$ cat config.mk
export PLATFORM = sky130hd
export DESIGN_NAME = simt_mask_stack
export DESIGN_NICKNAME = d
export VERILOG_FILES = /design/src/rtl/simt_stk_pkg.sv /design/src/rtl/mask_stack.sv /design/src/rtl/div_ctrl.sv /design/src/rtl/simt_mask_stack.sv
export SDC_FILE = /design/constraint.sdc
export NUM_CORES = 1
export LEC_CHECK = 0
export BUFFER_PORTS_ARGS = -buffer_cell sky130_fd_sc_hd__buf_2
export CAP_MARGIN = 20
export CELL_PAD_IN_SITES_DETAIL_PLACEMENT = 0
export CELL_PAD_IN_SITES_GLOBAL_PLACEMENT = 1
export CORE_UTILIZATION = 51
export DETAILED_ROUTE_END_ITERATION = 8
export GPL_TIMING_DRIVEN = 0
export HOLD_SLACK_MARGIN = 0.06
export PLACE_DENSITY_LB_ADDON = 0.12
export SYNTH_ARGS = -nofsm -noshare
export SYNTH_HDL_FRONTEND = slang
export SYNTH_SLANG_ARGS = --single-unit
$ cat constraint.sdc
create_clock -name clk -period 8.64 [get_ports clk]
set_input_delay 1.728 -clock clk [delete_from_list [all_inputs] [get_ports clk]]
set_output_delay 1.728 -clock clk [all_outputs]
set_load 0.005 [all_outputs]
$ cat src/rtl/simt_stk_pkg.sv
package simt_stk_pkg;

    typedef enum logic [2:0] {
        C_NOP  = 3'd0,
        C_BRA  = 3'd1,
        C_ELSE = 3'd2,
        C_SYNC = 3'd3,
        C_IJMP = 3'd4,
        C_CONV = 3'd5
    } cmd_e;

    typedef enum logic [1:0] {
        K_DIV  = 2'd0,
        K_ELS  = 2'd1,
        K_CALL = 2'd2
    } kind_e;

    // width-independent control decision produced by the controller
    typedef struct packed {
        logic push;
        logic pop;
        logic retag;
        logic act_we;
        logic pc_sel;
        logic uni_t;
        logic uni_n;
        logic ovf;
        logic unf;
    } ctl_t;

    localparam ctl_t CTL_IDLE = '{default: 1'b0};

endpackage

$ cat src/rtl/mask_stack.sv
module mask_stack
    import simt_stk_pkg::*;
#(
    parameter int LANES = 32,
    parameter int PC_W  = 32,
    parameter int DEPTH = 8
) (
    input  logic                         clk,
    input  logic                         rst,
    input  logic                         push,
    input  logic                         pop,
    input  logic                         retag,
    input  logic [LANES-1:0]             in_mask,
    input  logic [PC_W-1:0]              in_addr,
    input  kind_e                        in_kind,
    output logic [LANES-1:0]             top_mask,
    output logic [PC_W-1:0]              top_addr,
    output kind_e                        top_kind,
    output logic [$clog2(DEPTH+1)-1:0]   count,
    output logic                         full,
    output logic                         empty
);
    localparam int CW = $clog2(DEPTH+1);
    localparam int IW = $clog2(DEPTH);

    logic [LANES-1:0] m_q [DEPTH];
    logic [PC_W-1:0]  a_q [DEPTH];
    kind_e            k_q [DEPTH];
    logic [CW-1:0]    cnt_q;
    logic [IW-1:0]    top_idx;

    assign full    = (cnt_q == CW'(DEPTH));
    assign empty   = (cnt_q == '0);
    assign count   = cnt_q;
    assign top_idx = IW'(cnt_q - CW'(1));

    for (genvar g = 0; g < DEPTH; g++) begin : g_slot
        always_ff @(posedge clk) begin
            if (rst) begin
                m_q[g] <= '0;
                a_q[g] <= '0;
                k_q[g] <= K_DIV;
            end else if (push && !full && cnt_q == CW'(g)) begin
                m_q[g] <= in_mask;
                a_q[g] <= in_addr;
                k_q[g] <= in_kind;
            end else if (retag && cnt_q == CW'(g + 1)) begin
                k_q[g] <= K_ELS;
            end
        end
    end

    always_ff @(posedge clk) begin
        if (rst)
            cnt_q <= '0;
        else if (push && !full)
            cnt_q <= cnt_q + CW'(1);
        else if (pop && !empty)
            cnt_q <= cnt_q - CW'(1);
    end

    always_comb begin
        if (empty) begin
            top_mask = '0;
            top_addr = '0;
            top_kind = K_DIV;
        end else begin
            top_mask = m_q[top_idx];
            top_addr = a_q[top_idx];
            top_kind = k_q[top_idx];
        end
    end

    AST_PUSH_NOT_FULL: assert property (@(posedge clk) disable iff (rst)
        push |-> !full);
    AST_POP_NOT_EMPTY: assert property (@(posedge clk) disable iff (rst)
        pop |-> !empty);
    AST_RETAG_NOT_EMPTY: assert property (@(posedge clk) disable iff (rst)
        retag |=> (cnt_q == $past(cnt_q)));

endmodule

$ cat src/rtl/div_ctrl.sv
module div_ctrl
    import simt_stk_pkg::*;
#(
    parameter int LANES = 32,
    parameter int PC_W  = 32
) (
    input  logic [2:0]        cmd,
    input  logic [LANES-1:0]  cond,
    input  logic [PC_W-1:0]   tgt_pc,
    input  logic [PC_W-1:0]   rcv_pc,
    input  logic [LANES-1:0]  act,
    input  logic [LANES-1:0]  top_mask,
    input  logic [PC_W-1:0]   top_addr,
    input  kind_e             top_kind,
    input  logic              empty,
    input  logic              full,
    output ctl_t              ctl,
    output logic [LANES-1:0]  nxt_act,
    output logic [PC_W-1:0]   pc_tgt,
    output logic [LANES-1:0]  psh_mask,
    output logic [PC_W-1:0]   psh_addr,
    output kind_e             psh_kind
);
    logic [LANES-1:0] taken;
    logic             top_hit;

    assign taken    = cond & act;
    assign top_hit  = !empty && (top_addr == rcv_pc);
    assign psh_mask = act;
    assign psh_addr = rcv_pc;

    always_comb begin
        ctl      = CTL_IDLE;
        nxt_act  = act;
        pc_tgt   = '0;
        psh_kind = K_DIV;
        case (cmd)
            C_BRA: begin
                if (taken == '0) begin
                    ctl.uni_n  = 1'b1;
                    ctl.pc_sel = 1'b1;
                    pc_tgt     = tgt_pc;
                end else if (taken == act) begin
                    ctl.uni_t = 1'b1;
                end else if (full) begin
                    ctl.ovf = 1'b1;
                end else begin
                    ctl.push   = 1'b1;
                    ctl.act_we = 1'b1;
                    nxt_act    = taken;
                end
            end
            C_ELSE: begin
                if (top_hit && top_kind == K_DIV) begin
                    ctl.retag  = 1'b1;
                    ctl.act_we = 1'b1;
                    nxt_act    = top_mask & ~act;
                end else begin
                    ctl.pc_sel = 1'b1;
                    pc_tgt     = tgt_pc;
                end
            end
            C_SYNC: begin
                if (top_hit && top_kind != K_CALL) begin
                    ctl.pop    = 1'b1;
                    ctl.act_we = 1'b1;
                    nxt_act    = top_mask;
                end
            end
            C_IJMP: begin
                if (full) begin
                    ctl.ovf = 1'b1;
                end else begin
                    ctl.push   = 1'b1;
                    ctl.pc_sel = 1'b1;
                    pc_tgt     = tgt_pc;
                    psh_kind   = K_CALL;
                end
            end
            C_CONV: begin
                if (empty) begin
                    ctl.unf = 1'b1;
                end else begin
                    ctl.pop    = 1'b1;
                    ctl.act_we = 1'b1;
                    ctl.pc_sel = 1'b1;
                    nxt_act    = top_mask;
                    pc_tgt     = top_addr;
                end
            end
            default: ;
        endcase
    end

endmodule

$ cat src/rtl/simt_mask_stack.sv
module simt_mask_stack
    import simt_stk_pkg::*;
#(
    parameter int LANES = 32,
    parameter int PC_W  = 32,
    parameter int DEPTH = 8
) (
    input  logic                        clk,
    input  logic                        rst,
    input  logic [2:0]                  cmd,
    input  logic [LANES-1:0]            cond,
    input  logic [PC_W-1:0]             tgt_pc,
    input  logic [PC_W-1:0]             rcv_pc,
    output logic [LANES-1:0]            act_mask,
    output logic                        pc_sel,
    output logic [PC_W-1:0]             pc_tgt,
    output logic                        uni_taken,
    output logic                        uni_skip,
    output logic                        ovf,
    output logic                        unf,
    output logic [$clog2(DEPTH+1)-1:0]  stk_depth
);
    localparam int CW = $clog2(DEPTH+1);

    ctl_t             ctl;
    logic [LANES-1:0] act_q;
    logic [LANES-1:0] nxt_act;
    logic [LANES-1:0] top_mask;
    logic [PC_W-1:0]  top_addr;
    kind_e            top_kind;
    logic [LANES-1:0] psh_mask;
    logic [PC_W-1:0]  psh_addr;
    kind_e            psh_kind;
    logic             st_full;
    logic             st_empty;
    logic [CW-1:0]    st_cnt;

    div_ctrl #(.LANES(LANES), .PC_W(PC_W)) ctrl_i (
        .cmd      (cmd),
        .cond     (cond),
        .tgt_pc   (tgt_pc),
        .rcv_pc   (rcv_pc),
        .act      (act_q),
        .top_mask (top_mask),
        .top_addr (top_addr),
        .top_kind (top_kind),
        .empty    (st_empty),
        .full     (st_full),
        .ctl      (ctl),
        .nxt_act  (nxt_act),
        .pc_tgt   (pc_tgt),
        .psh_mask (psh_mask),
        .psh_addr (psh_addr),
        .psh_kind (psh_kind)
    );

    mask_stack #(.LANES(LANES), .PC_W(PC_W), .DEPTH(DEPTH)) stk_i (
        .clk      (clk),
        .rst      (rst),
        .push     (ctl.push),
        .pop      (ctl.pop),
        .retag    (ctl.retag),
        .in_mask  (psh_mask),
        .in_addr  (psh_addr),
        .in_kind  (psh_kind),
        .top_mask (top_mask),
        .top_addr (top_addr),
        .top_kind (top_kind),
        .count    (st_cnt),
        .full     (st_full),
        .empty    (st_empty)
    );

    always_ff @(posedge clk) begin
        if (rst)
            act_q <= '1;
        else if (ctl.act_we)
            act_q <= nxt_act;
    end

    assign act_mask  = act_q;
    assign stk_depth = st_cnt;
    assign pc_sel    = ctl.pc_sel;
    assign uni_taken = ctl.uni_t;
    assign uni_skip  = ctl.uni_n;
    assign ovf       = ctl.ovf;
    assign unf       = ctl.unf;

    AST_DIV_SUBSET: assert property (@(posedge clk) disable iff (rst)
        (cmd == C_BRA && !uni_taken && !uni_skip && !ovf)
        |=> ((act_mask & ~$past(act_mask)) == '0) && (stk_depth == $past(stk_depth) + CW'(1)));
    AST_UNI_HOLD: assert property (@(posedge clk) disable iff (rst)
        (uni_taken || uni_skip) |=> $stable(act_mask) && $stable(stk_depth));
    AST_SKIP_JUMPS: assert property (@(posedge clk) disable iff (rst)
        uni_skip |-> pc_sel && (pc_tgt == tgt_pc));
    AST_NO_OVERFLOW: assert property (@(posedge clk) disable iff (rst)
        ovf |=> $stable(act_mask) && $stable(stk_depth));
    AST_NO_UNDERFLOW: assert property (@(posedge clk) disable iff (rst)
        unf |=> $stable(act_mask) && (stk_depth == '0));
    AST_FLAGS_EXCL: assert property (@(posedge clk) disable iff (rst)
        $onehot0({uni_taken, uni_skip, ovf, unf}));
    AST_TGT_ZERO: assert property (@(posedge clk) disable iff (rst)
        !pc_sel |-> (pc_tgt == '0));

endmodule

# After elaboration in Yosys (flattened, before gate mapping)

Memory sizes are Yosys's and may differ from the RTL's.
Index checks and enable logic that the tools add are counted.

Add/sub/neg operators: 2
Equal/unequal tests: 22
Muxes and demuxes: 132
Bitwise gates (word level): 35
Reduce and logical (&&, ||, !) cells: 29

Operators by type and width:

| cell                                                  | count |
|---|---|
| 2-to-1 mux 32 bit                                     | 28 |
| case mux 32 bit (4 select lines)                      | 2 |
| 2-to-1 mux 1 bit                                      | 73 |
| bitwise AND 32 bit                                    | 2 |
| == test 32 bit                                        | 2 |
| 2-to-1 mux 2 bit                                      | 22 |
| logical NOT 32 bit                                    | 1 |
| NOT 32 bit                                            | 1 |
| OR 1 bit                                              | 32 |
| logical AND 1 bit                                     | 21 |
| == test 4 x 3 -> 1 bit, second input constant         | 4 |
| inequality test 2 bit, second input constant          | 5 |
| == test 4 x 2 -> 1 bit, second input constant         | 2 |
| 2-to-1 mux 4 bit                                      | 2 |
| case mux 1 bit (4 select lines)                       | 2 |
| AND reduction 8 bit                                   | 1 |
| == test 3 x 2 -> 1 bit, second input constant         | 2 |
| == test 3 bit, second input constant                  | 2 |
| case mux 1 bit (2 select lines)                       | 3 |
| adder 4 x 1 -> 4 bit, second input constant           | 1 |
| == test 4 x 1 -> 1 bit, second input constant         | 1 |
| == test 4 bit, second input constant                  | 1 |
| logical NOT 4 bit                                     | 1 |
| inequality test 2 x 1 -> 1 bit, second input constant | 2 |
| 6 further kinds                                       | 7 |

Register bits: 36
Memory bits (writable): 528
Input bits: 101
Output and inout port bits: 73
Logic and storage cells: 225
Memories kept: 3

Memories:

| name      | depth | bits a word | rd ports | clocked after Yosys merged registers in | write ports | RTL line         | text |
|---|---|---|---|---|---|---|---|
| stk_i.a_q | 8     | 32          | 1        | 0                                       | 8           | mask_stack.sv:27 | `logic [PC_W-1:0] a_q [DEPTH];` |
| stk_i.m_q | 8     | 32          | 1        | 0                                       | 8           | mask_stack.sv:26 | `logic [LANES-1:0] m_q [DEPTH];` |
| stk_i.k_q | 8     | 2           | 1        | 0                                       | 8           | mask_stack.sv:28 | `kind_e k_q [DEPTH];` |

# Depth between registers and ports, before layout

An unclocked memory read counts as a cell.

Depth after elaboration: 14
Gate-level depth with buffers: 20

# Modules after synthesis

A second synthesis with hierarchy kept.

Cell total of the unflattened synthesis: 2093
Area, all modules: 28388.5 sq um

By module, submodules not included:

| module          | times used | cells each | area an instance (sq um) | sequential area each (sq um) |
|---|---|---|---|---|
| mask_stack      | 1          | 1587       | 24319.6                  | 15935.3 |
| div_ctrl        | 1          | 400        | 2869.0                   | 0.0 |
| simt_mask_stack | 1          | 106        | 1199.9                   | 640.6 |

# Worst setup path before layout

No wires, ideal clock.

Path kind: reg2out
Start: register stk_i.cnt_q[0], in the netlist stk_i.count[0]
End: output pc_tgt[10]
Arrival time: 4.560 ns
Slack: 2.352 ns
Stages on the path, launching flop included: 18
Path through: dfxtp_1 -> inv_1 -> buf_2 -> buf_1 -> buf_2 -> ha_1 -> xor2_1 -> buf_6 -> mux4_2 -> mux2i_1 -> a21oi_1 -> o32ai_1 -> o211ai_1 -> or4_4 -> nor3_2 -> o211ai_1 -> buf_2 -> a22o_1

Word-level cells in the longest chain between the ends: 8

RTL lines:

| what                                 | RTL line              | text |
|---|---|---|
| start, declared                      | mask_stack.sv:29      | `logic [CW-1:0] cnt_q;` |
| start signal, assigned               | mask_stack.sv:57      | `cnt_q <= cnt_q + CW'(1);` |
| start signal, assigned               | mask_stack.sv:59      | `cnt_q <= cnt_q - CW'(1);` |
| subtractor 4 x 1 -> 4 bit            | mask_stack.sv:35      | `assign top_idx = IW'(cnt_q - CW'(1));` |
| memory (8 x 32 bit)                  | n/a                   |  |
| 2-to-1 mux 32 bit                    | mask_stack.sv:63      | `if (empty) begin` |
| == test 32 bit                       | div_ctrl.sv:28        | `assign top_hit = !empty && (top_addr == rcv_pc);` |
| logical AND 1 bit                    | div_ctrl.sv:28        |  |
| logical AND 1 bit                    | div_ctrl.sv:54        | `if (top_hit && top_kind == K_DIV) begin` |
| 2-to-1 mux 32 bit                    | div_ctrl.sv:54        |  |
| case mux 32 bit (4 select lines) (*) | div_ctrl.sv:37        | `case (cmd)` |
| end, declared                        | simt_mask_stack.sv:16 | `output logic [PC_W-1:0] pc_tgt,` |

Mark *: on every way between the ends. The rest lies on a longest branch, timed or not.

# Final worst setup path

Start: register stk_i.cnt_q[0], in the netlist stk_i.count[0]
End: output pc_tgt[0]

The elaborated chain is that of the path after synthesis.

==> impl_metrics.py <==
metrics = {
    "run_status": {
        "status": "finished with violations",
        "failing_checks": "setup timing",
    },
    "sta": {
        "finalHoldViolations": 0,
        "totalNegativeSetupSlack_ps": -25.0,
        "report.final.slew_viol_count": 0,
        "layout_worst_path_cycle_share_pct": 100,
        "fin_crit_ps": 8670,
        "rsz0062_at_grt": "no",
        "clock-skew-final_ps": 21.5,
        "maxSlewHeadroom_pct": 20.6,
        "maxClockFrequency_ghz": 0.115,
        "fin_ws_ps": -25.0,
        "final_setup_fails": 1,
        "transition_time_at_the_pin_with_the_least_slew_margin_ps": 1190,
    },
    "clocking": {
        "cts_buffers": 59,
        "cts_tree": "yes",
        "clk_pin_slew_ps": 60,
        "htree_num_levels": 2,
        "clk_root_buffer_cell": "clkbuf_16",
        "clock-sinks": 564,
        "maximum_buffer_depth_of_the_clock_tree": 3,
        "insertion_delay_ps": 640,
    },
    "yosys": {
        "netlist_area_mm2": 0.0277,
        "ys_dominant_reg_cell": "edfxtp_1",
        "synth_top_cells_by_area": "edfxtp_1, mux4_2, and3_1",
        "synth.avg_cell_area_um2": 13.2,
        "gate_count_of_the_mapped_netlist": 2104,
        "yosysSeqAreaShare_pct": 59.8,
        "synthesis.nets": 2210,
        "synth_largest_type_area_fraction_pct": 57.2,
        "synth-warning-count": 0,
        "synth_cell_type_count": 72,
        "netlist.top_cell.by_area": "edfxtp_1",
        "yosys_register_bits": 564,
        "synth-edff-count": 528,
        "async_reset_ff_share_pct": 0,
    },
    "worst_setup_path": {
        "setup.worst_path.end_class": "output port",
        "path_max_fanout": 12,
        "worst_ep_required_time_ps": 6910,
        "setup.worst_path.class": "flop to output port",
        "worst-endpoint-arrival_ps": 6940,
        "critPathLaunchType": "flop",
    },
    "layout": {
        "area_delta_synth_final_pct": 14.5,
        "n_fill_cell": 4347,
        "sequential_cell_area_mm2": 0.0166,
        "utilization_pct": 59.1,
        "multi_input_comb_area_mm2": 0.0102,
        "finish.instance_area_mm2": 0.0317,
        "nets": 2457,
        "post_route_cells_drive_above_1_share_pct": 18.4,
        "antenna-diode-count": 0,
    },
    "die": {
        "floorplan.die.height_um": 235,
        "core_mm2": 0.0537,
        "initial_standard_cell_utilization_of_the_core_pct": 51.6,
        "placement_rows": 85,
        "die_width_um": 235,
        "pin_count": 174,
        "die_area_mm2": 0.0553,
    },
    "drt": {
        "wirelength_met1_mm": 37.0,
        "drt_iter0_drc": 2562,
        "drt-vias-per-instance": 6.59,
        "drt-pass1-iter-count": 9,
        "wirelength_mm": 98.7,
        "drcViolationCount": 0,
        "topRoutingLayerUsed": "met5",
        "dr_total_vias": 20410,
        "wl_met2_mm": 46.5,
        "postRouteAntennaNets": 0,
        "met3WireLength_mm": 9.50,
        "wire_per_inst_um": 31.8,
    },
    "power_and_ir_drop": {
        "leakage_nw": 12.6,
        "comb_power_share_pct": 26.2,
        "clock_power_share_pct": 32.3,
        "netSwitchingPower_mw": 2.55,
        "sw_frac_of_total_pct": 32.8,
        "power_frac_seq_pct": 41.5,
        "power.ir.vdd_worst_mv": 0.179,
        "power_density_mw_per_mm2": 245,
        "internal-power_mw": 5.22,
        "totalPowerFinal_mw": 7.77,
    },
    "place": {
        "finalWeightedCongestion": 0.937,
        "post_dp_cell_area_mm2": 0.0298,
        "port-buffer-count": 172,
        "setup_slack_at_placement_ps": -828,
        "dpl.hpwl_mm": 66.5,
    },
    "global_route": {
        "initial_antenna_violation_count": 1,
        "grt_remaining_overflow": 0,
        "grt_max_degree": 53,
        "wire_length_of_the_first_global_routing_pass_mm": 141,
        "grt_usage_pct": 35.7,
        "first_global_vias": 20120,
    },
    "hold_path": {
        "timing.hold.worst.class": "flop to flop",
    },
    "job": {
        "maxCapViolations": 0,
    },
}
worst max-delay path, stage by stage (launching register included):
cell       delay (ps)
dfxtp_1           560
inv_1             100
buf_2             240
clkbuf_4          280
buf_4             280
ha_1              340
buf_2             190
buf_2             380
buf_2             440
mux4_2            360
mux2i_1           400
nor2_1            100
xor2_1            220
nor3_1            270
nand4_1           290
or4_4             670
nor3_2            190
o211ai_1          120
buf_4             210
buf_2             220
o2bb2ai_1         210
buf_2             190
routing by layer:
layer  vias to the layer above  GRT usage [%]
met4                         2           19.5
met3                       270           6.29
met5                         -              0
li1                       8596              -
met2                      1337           57.6
met1                     10205           46.1
layout make-up:
type	instances	area share (%)
Multi-Input combinational cell	1296	32.2
Inverter	21	0.248
Sequential cell	564	52.2
Clock buffer	81	5.18
Clock inverter	31	0.705
Buffer	223	3.05
Tap cell	696	2.74
Timing Repair Buffer	186	3.64
state kept, by name, summed over array words and instances (netlist names):
signal / flops
stk_i.count: 4
act_mask: 32
stk_i.m_q: 256
stk_i.a_q: 256
stk_i.k_q: 16
cell usage in the layout (no fill, tap or decap), types with 13 or more instances in the layout:
cell type / synthesis / layout
nor3_1: 38 / 38
nand3_1: 57 / 57
nor2_1: 91 / 91
a22oi_1: 13 / 13
and3_1: 309 / 309
nand2_1: 65 / 59
a221o_1: 31 / 31
a2111oi_0: 19 / 19
dfxtp_1: 36 / 36
nor2b_1: 40 / 40
xnor2_1: 13 / 13
clkbuf_16: 0 / 63
buf_2: 23 / 193
clkbuf_1: 176 / 190
nor4_1: 44 / 44
and2_1: 193 / 193
o21a_1: 36 / 36
inv_1: 20 / 20
nand4_1: 15 / 15
mux2i_1: 67 / 65
o2bb2ai_1: 22 / 22
mux4_2: 102 / 102
edfxtp_1: 528 / 528
cells in the mapped netlist (36+ instances only):
| cell type | instances |
|---|---|
| edfxtp_1 | 528 |
| o21a_1 | 36 |
| nor4_1 | 44 |
| dfxtp_1 | 36 |
| clkbuf_1 | 176 |
| nor2b_1 | 40 |
| and2_1 | 193 |
| and3_1 | 309 |
| nand2_1 | 65 |
| mux2i_1 | 67 |
| mux4_2 | 102 |
| nor2_1 | 91 |
| nand3_1 | 57 |
| nor3_1 | 38 |
per-stage QoR:
stage,std cells,hold WS [ps]
2_1_floorplan,2104,559
3_3_place_gp,2972,623
3_5_place_dp,2982,651
4_1_cts,3096,660
5_1_grt,3098,693
6_report,3098,661
final timing paths:
| kind | slack (ps) | endpoint | start | cells after the start |
|---|---|---|---|---|
| setup / recovery | -30 | pc_tgt[0] | stk_i.count[0] | 21 |
| hold / removal | 660 | stk_i.count[1] | stk_i.count[1] | 2 |
| setup reg to reg | 1860 | act_mask[22] | stk_i.count[0] | 19 |
| hold reg to reg | 660 | stk_i.count[1] | stk_i.count[1] | 2 |
what timing repair did:
action                                  4_1_cts  5_1_grt
setup buffers                                 2        0
hold buffers                                  0        0
endpoints found under the setup margin       33       30
pin swaps                                     1        1
resized for setup                            27        5
power groups by stage:
stage	combinational (mW)	sequential [mW]	clock (mW)
2_1_floorplan	1.16	3.25	0
3_3_place_gp	1.93	3.29	0
3_5_place_dp	1.97	3.28	0
4_1_cts	1.99	3.22	2.50
5_1_grt	2.11	3.24	2.60
6_report	2.04	3.22	2.51
cell families after synthesis:
| group | after synthesis | share of synthesized area (%) |
|---|---|---|
| AO/OA/AOI/OAI | 214 | 6.31 |
| XOR/XNOR | 19 | 0.600 |
| adder cells (fa/ha/maj) | 5 | 0.226 |
| buffers and inverters | 244 | 3.68 |
| flip-flops | 564 | 59.8 |
| multiplexers | 173 | 11.0 |
| AND/OR/NAND/NOR | 885 | 18.4 |
Power figures use the tool's default switching activity.
